### src/rtl/sfm_pkg.sv
package sfm_pkg;

  localparam int MAX_BITS  = 15;
  localparam int CNT_W     = $clog2(MAX_BITS + 1);
  localparam int N_ENTRIES = 1;
  localparam int SKIP_LEN  = 6;
  localparam int EMPTY_MAX = 4;

  typedef struct packed {
    logic [CNT_W-1:0]    len;
    logic [MAX_BITS-1:0] data;
  } frame_t;

  // query side of the lookup table
  function automatic frame_t query_entry(input int idx);
    frame_t f;
    f = '0;
    case (idx)
      0: begin f.len = CNT_W'(7); f.data = MAX_BITS'(16'h0055); end
      default: f = '0;
    endcase
    return f;
  endfunction

  // reply side of the lookup table
  function automatic frame_t reply_entry(input int idx);
    frame_t f;
    f = '0;
    case (idx)
      0: begin f.len = CNT_W'(6); f.data = MAX_BITS'(16'h003B); end
      default: f = '0;
    endcase
    return f;
  endfunction

  // frame is worth comparing: not empty and not the skipped length
  function automatic logic frame_evaluated(input frame_t f);
    return (int'(f.len) > EMPTY_MAX) && (int'(f.len) != SKIP_LEN);
  endfunction

  // place a bit at the position given by the current count
  function automatic logic [MAX_BITS-1:0] put_bit(input logic [MAX_BITS-1:0] d,
                                                  input logic [CNT_W-1:0] pos,
                                                  input logic b);
    logic [MAX_BITS-1:0] r;
    r = d;
    r[pos] = b;
    return r;
  endfunction

endpackage

### src/rtl/sfm_collector.sv
module sfm_collector
  import sfm_pkg::*;
(
  input  logic   clk,
  input  logic   rst_n,
  input  logic   bit_vld,
  input  logic   bit_val,
  input  logic   frame_end,
  output frame_t cur
);

  logic room;
  assign room = (int'(cur.len) < MAX_BITS);

  always_ff @(posedge clk) begin
    if (!rst_n) begin
      cur <= '0;
    end else if (frame_end) begin
      // the coincident bit opens the next frame
      cur.len  <= bit_vld ? CNT_W'(1) : '0;
      cur.data <= bit_vld ? MAX_BITS'(bit_val) : '0;
    end else if (bit_vld && room) begin
      cur.data <= put_bit(cur.data, cur.len, bit_val);
      cur.len  <= cur.len + CNT_W'(1);
    end
  end

endmodule

### src/rtl/sfm_lookup.sv
module sfm_lookup
  import sfm_pkg::*;
(
  input  frame_t frame,
  output logic   hit,
  output frame_t reply
);

  logic [N_ENTRIES-1:0] entry_hit;

  generate
    for (genvar g = 0; g < N_ENTRIES; g++) begin : g_entry
      frame_t q;
      assign q = query_entry(g);
      assign entry_hit[g] = (frame.len == q.len) && (frame.data == q.data);
    end
  endgenerate

  // lowest index wins
  always_comb begin
    hit   = 1'b0;
    reply = '0;
    for (int i = N_ENTRIES - 1; i >= 0; i--) begin
      if (entry_hit[i]) begin
        hit   = 1'b1;
        reply = reply_entry(i);
      end
    end
  end

endmodule

### src/rtl/short_frame_matcher.sv
module short_frame_matcher
  import sfm_pkg::*;
(
  input  logic                clk,
  input  logic                rst_n,
  input  logic                bit_vld,
  input  logic                bit_val,
  input  logic                frame_end,
  output logic                rsp_vld,
  output logic [CNT_W-1:0]    rsp_len,
  output logic [MAX_BITS-1:0] rsp_data,
  output logic                matched
);

  frame_t cur_frame;
  frame_t lut_reply;
  logic   lut_hit;
  logic   eval_now;
  logic   answer_now;

  sfm_collector u_collect (
    .clk       (clk),
    .rst_n     (rst_n),
    .bit_vld   (bit_vld),
    .bit_val   (bit_val),
    .frame_end (frame_end),
    .cur       (cur_frame)
  );

  sfm_lookup u_lookup (
    .frame (cur_frame),
    .hit   (lut_hit),
    .reply (lut_reply)
  );

  assign eval_now   = frame_end && frame_evaluated(cur_frame);
  assign answer_now = eval_now && lut_hit;

  always_ff @(posedge clk) begin
    if (!rst_n) begin
      rsp_vld  <= 1'b0;
      rsp_len  <= '0;
      rsp_data <= '0;
      matched  <= 1'b0;
    end else begin
      rsp_vld  <= answer_now;
      rsp_len  <= answer_now ? lut_reply.len  : '0;
      rsp_data <= answer_now ? lut_reply.data : '0;
      if (eval_now) matched <= lut_hit;
    end
  end

endmodule

### config.mk
export PLATFORM = sky130hd
export DESIGN_NAME = short_frame_matcher
export DESIGN_NICKNAME = d
export VERILOG_FILES = /design/src/rtl/sfm_pkg.sv /design/src/rtl/sfm_collector.sv /design/src/rtl/sfm_lookup.sv /design/src/rtl/short_frame_matcher.sv
export SDC_FILE = /design/constraint.sdc
export NUM_CORES = 1
export LEC_CHECK = 0
export BUFFER_PORTS_ARGS = -buffer_cell sky130_fd_sc_hd__buf_2
export CAP_MARGIN = 20
export CELL_PAD_IN_SITES_DETAIL_PLACEMENT = 2
export CELL_PAD_IN_SITES_GLOBAL_PLACEMENT = 2
export CORE_ASPECT_RATIO = 0.6
export CORE_MARGIN = 2
export CORE_UTILIZATION = 35
export CTS_CLUSTER_SIZE = 28
export DETAILED_ROUTE_END_ITERATION = 16
export HOLD_SLACK_MARGIN = 0.15
export PLACE_DENSITY = 0.88
export SETUP_SLACK_MARGIN = 0.5
export SLEW_MARGIN = 20
export SYNTH_ARGS = -nofsm -noshare
export SYNTH_HDL_FRONTEND = slang
export SYNTH_SLANG_ARGS = --single-unit
### constraint.sdc
create_clock -name clk -period 2.4 [get_ports clk]
set_clock_uncertainty 0.1 [all_clocks]
set_input_delay 0.24 -clock clk [delete_from_list [all_inputs] [get_ports clk]]
set_output_delay 0.24 -clock clk [all_outputs]
set_load 0.02 [all_outputs]
After elaboration in Yosys (flattened, before gate mapping)
Index checks and enable logic that the tools add are counted.

storage, ports and cells
  bits in registers = 40
  latch bits = 0
  RAM bits = 0
  ROM bits = 0
  bits of input ports = 5
  word-level logic and storage cells = 31
  memories kept = 0

operators by class
  $add $sub $neg = 1
  multiply operators = 0
  divide/modulo/power cells = 0
  order comparisons = 4
  equality and inequality tests = 3
  shift operators = 0
  mux-type cells = 9
  bitwise logic cells = 0
  reduce and logical (&&, ||, !) cells = 8

operators by type and width
  operator                                                           number
  2-to-1 mux 19 bit                                                  2
  2-to-1 mux 18 bit                                                  1
  bitwise mux 15 bit                                                 1
  equality test 15 x 7 -> 1 bit, second input constant               1
  logical AND 1 bit                                                  6
  < comparator 4 x 5 -> 1 bit, second input constant                 1
  adder 4 x 1 -> 4 bit, second input constant                        1
  demux 1 bit (select 4 bit)                                         1
  equality test 4 x 3 -> 1 bit, second input constant                1
  greater-or-equal comparator 4 x 1 -> 1 bit, second input constant  1
  greater-than comparator 4 x 3 -> 1 bit, second input constant      1
  < comparator 4 bit, second input constant                          1
  2-to-1 mux 1 bit                                                   4
  != test 4 bit, second input constant                               1
  AND reduction 2 bit                                                1
  nonzero test 2 bit                                                 1

Logic depth before layout (Yosys ltp)
  depth in word-level cells = 7
  depth in mapped cells = 5
  gate-level depth less buffers = 5

Cells and area by module
From an unflattened synthesis, not the netlist that was laid out.

second synthesis, totals
  cells, all modules = 177
  area, all modules = 1,815.5 µm²

modules (own cells, without submodules)
  module               instances  cells an instance  area each (µm²)  seq. area each (µm²)
  sfm_collector        1          103                952.2            380.4
  short_frame_matcher  1          48                 650.6            420.4
  sfm_lookup           1          26                 212.7            0.0

Worst setup path before layout
OpenSTA, ideal clock, no wires.

  path kind = flip-flop to flip-flop
  start = register u_collect.cur[15] in the netlist's numbering
  end = register matched
  setup time = 87 ps
  arrival = 1,175 ps
  required time = 2,213 ps
  setup slack = 1,038 ps
  stages on the path, launching flop included = 6
  clock period less this slack = 1,362 ps
  path through = dfxtp_1 inv_1 ha_1 nor2_1 a31oi_1 o31ai_1

between the ends
  word-level cells in the longest chain between the ends = 3
  elaborated cells between the ends (all ways) = 7
  classes of those cells = 1 x order compare; 2 x eq/ne; 1 x mux; 3 x reduce/logical

RTL lines
  item                                                                  line                                         RTL
  start, declared                                                       sfm_collector.sv:9                           output frame_t cur
  greater-than comparator 4 x 3 -> 1 bit, or another cell as far along  sfm_pkg.sv:38                                return (int'(f.len) > EMPTY_MAX) && (int'(f.len) != SKIP_LEN);
  logical AND 1 bit, on equally long branches                           sfm_pkg.sv:38, sfm_lookup.sv:15
  logical AND 1 bit / 2-to-1 mux 1 bit (equally long branches)          short_frame_matcher.sv:36, sfm_lookup.sv:24
  end signal, assigned                                                  short_frame_matcher.sv:49                    if (eval_now) matched <= lut_hit;
  end, declared                                                         short_frame_matcher.sv:12                    output logic matched

Parallel ways exist; a longest one is shown, timed or not.
A chain may end at the register's enable or synchronous reset.

Worst setup path in the final report
Same ends and word-level chain as after synthesis.

==> flow_summary_export.csv <==
group,metric,value,unit
yosys,synth_cell_type_count,40,
timing,post-route-min-period,1.79,ns
yosys,synth-seq-cells,22,
timing,fmax,559,MHz
placed_design,dp_hpwl,2.78,mm
worst_setup_path,path_cells,"inv_1 > ha_1 > nor2_2 > a31oi_1 > o31ai_1",
floorplanning,row_count,17,
yosys,syn_inst,153,
hold_path,min-delay-path-class,"input port to flip-flop",
timing,maxSlewHeadroom,54.5,%
layout,nets,161,
yosys,synth_compound_area_share,16.6,%
worst_setup_path,crit_path_max_fanout,6,
worst_setup_path,cp-end-kind,"flip-flop",
layout,final_layout_size_suffix_gt1_share,16.6,%
clocking,insertion_delay,0.27,ns
yosys,synthDominantCellAreaShare,32.9,%
clocking,cts.clk_slew.worst_paths,0.09,ns
yosys,syn_area,1340,um^2
timing,fin_crit_sh,74.5,%
timing,rsz0062_at_grt,"no",
power,power,0.000793,W
timing,tns,0,ns
global_routing,grt_max_degree,26,
yosys,ys.warnings.count,0,
worst_setup_path,slowest_delay,0.48,ns
detailed_routing,routedWlPerCell,20.1,um
placed_design,post_dp_cell_area,1280,um^2
yosys,synth-main-ff-cell,"dfxtp_1",
clocking,cts_setup_buffers,0,
global_routing,grt_pass1_vias,1124,
detailed_routing,ant_nets,0,
detailed_routing,first_iter_violations,60,
floorplanning,die_h,51.9,um
floorplanning,die_area,4350,um^2
yosys,synth_edf_count,0,
yosys,synthXorXnorAreaFrac,0,%
layout,final_cells,198,
placed_design,place.gp.congestion,0.798,
worst_setup_path,worst_path_max_delay_cell,"dfxtp_1",
global_routing,track_usage,19.1,%
layout,fin_util,36.9,%
worst_setup_path,setup.worst_path.class,"flip-flop to flip-flop",
yosys,synthSimpleGateAreaFrac,25.8,%
timing,worstMarginPinSlew,0.681,ns
floorplanning,io_pins,26,
global_routing,grt_pass1_wl,6.31,mm
yosys,ys_top_cells_by_count,"buf_4, dfxtp_1, a21oi_1",
timing,hold_violations,0,
clocking,cts_tree,"built",
worst_setup_path,start_kind,"flip-flop",
yosys,synth_top_area_cell,"dfxtp_1",
power,power_density,587,nW/um^2
power,power.leakage,0.511,nW
yosys,synth_top_family_by_area,"simple AND/OR/NAND/NOR gates",
yosys,synth_mux_area_share,2.99,%
worst_setup_path,crit_required,2.47,ns
clocking,clkSinkCount,22,
detailed_routing,firstDrtPassIters,4,
yosys,seq_area_frac_synth,32.9,%
layout,final_area,1350,um^2
detailed_routing,vias,1097,
yosys,synth_most_common_cell,"buf_4",
floorplanning,start_util,36.6,%
run,maxCapViolCount,0,
global_routing,antenna_found_initial,0,
global_routing,grt_overflow,0,
floorplanning,die_w,83.8,um
yosys,synthAdderAreaFrac,3.74,%
yosys,yosys-top-cells-area,"dfxtp_1, buf_4, a21oi_1, nand4_1, o21ai_0",
placed_design,dp_cells,194,
detailed_routing,drt-total-wl,3.97,mm
power,vdd_drop_max,0.254,mV
timing,slew_viol_final,0,
layout,antenna_cells,0,
detailed_routing,viasPerCell,5.54,
worst_setup_path,arrival,1.86,ns
clocking,cts_buffers,3,
clocking,h-tree-depth,1,
layout,nFillCells,431,
status,outcome,"finished, final reports clean",
worst_setup_path,regToRegSetupSlack,0.61,ns
detailed_routing,drc,0,
clocking,cts_root_buffer,"clkbuf_8",
timing,finalSetupViolations,0,
yosys,avgSynthCellArea,8.74,um^2
clocking,cts.path.max_buffers,2,
placed_design,io_buffers,13,
yosys,async_reset_ff_share,0,%
layout,area_growth,1.03,%
floorplanning,core,3660,um^2
repair_timing:
item	CTS	global route
setup endpoints to repair	0	2
hold buffers	0	0
endpoints found under the hold margin	0	0
gates resized for setup	0	1
power by group:
part | total [W] | switching (W) | leakage (nW) | internal (W)
clock | 0.000352 | 0.000129 | 0.0357 | 0.000223
combinational | 0.0000691 | 0.0000558 | 0.297 | 0.0000133
sequential | 0.000372 | 0.00000406 | 0.178 | 0.000368
sequential cells by signal, summed over array words and instances, names as in the netlist:
| register | count |
|---|---|
| rsp_data | 1 |
| matched | 1 |
| rsp_vld | 1 |
| u_collect.cur | 19 |
critical path, delay by kind of cell, from the launching register on:
kind                       cells  cell delay (ns)
buffers and inverters          1             0.12
and+or+nand+nor                1             0.20
AOI/OAI and AO/OA              2             0.43
DFF                            1             0.48
adders and majority gates      1             0.35
logic make-up (layout without fill, tap and decap cells):
family                   Yosys count  after routing
AO/OA/AOI/OAI                     35             35
adder cells (fa/ha/maj)            4              4
buffers and inverters             33             20
flip-flops                        22             22
multiplexers                       4              4
other                              1             12
AND/OR/NAND/NOR                   54             54
path summary, 6_finish.rpt:
kind / cells past startpoint / from / to
worst min register to register: 2 / u_collect.cur[1]$_SDFFE_PN0P_ / u_collect.cur[1]$_SDFFE_PN0P_
worst max register to register: 5 / u_collect.cur[15]$_SDFFE_PN0P_ / matched$_SDFFE_PN0P_
worst min-delay path: 2 / rst_n / u_collect.cur[0]$_SDFFE_PN0P_
worst max-delay path: 5 / u_collect.cur[15]$_SDFFE_PN0P_ / matched$_SDFFE_PN0P_
area by class of cell:
class	instances	area [um^2]	area share [%]
Multi-Input combinational cell	109	704	52.1
Sequential cell	22	440	32.6
Timing Repair Buffer	13	65.1	4.81
Tap cell	47	58.8	4.35
Clock buffer	3	41.3	3.06
Clock inverter	1	30.0	2.22
Inverter	3	11.3	0.833
cell usage in the layout, fill, tap and decap left out, types with 4 or more instances in the layout:
| cell | n |
|---|---|
| conb_1 | 12 |
| buf_2 | 13 |
| nor2_1 | 7 |
| mux2i_1 | 4 |
| dfxtp_1 | 22 |
| o21ai_0 | 12 |
| nand2_1 | 9 |
| ha_1 | 4 |
| nand4b_1 | 4 |
| nand4_1 | 10 |
| a21oi_1 | 13 |
through the flow:
step | hold WS, ns | setup WS (ns)
finish | 0.209 | 0.612
global placement | 0.365 | 0.836
global route | 0.222 | 0.524
floorplan | 0.289 | 1.04
detailed placement | 0.386 | 0.679
CTS | 0.212 | 0.576
per-layer routing:
layer | track usage (%) | vias up | share of wire, %
met4 | 1.61 | 0 | 0.10
met3 | 4.44 | 2 | 5.6
met2 | 33.7 | 27 | 46
li1 | - | 517 | -
met5 | 0 | - | 0
met1 | 25.2 | 551 | 48
Note: power is estimated with default switching activity, not from simulation.
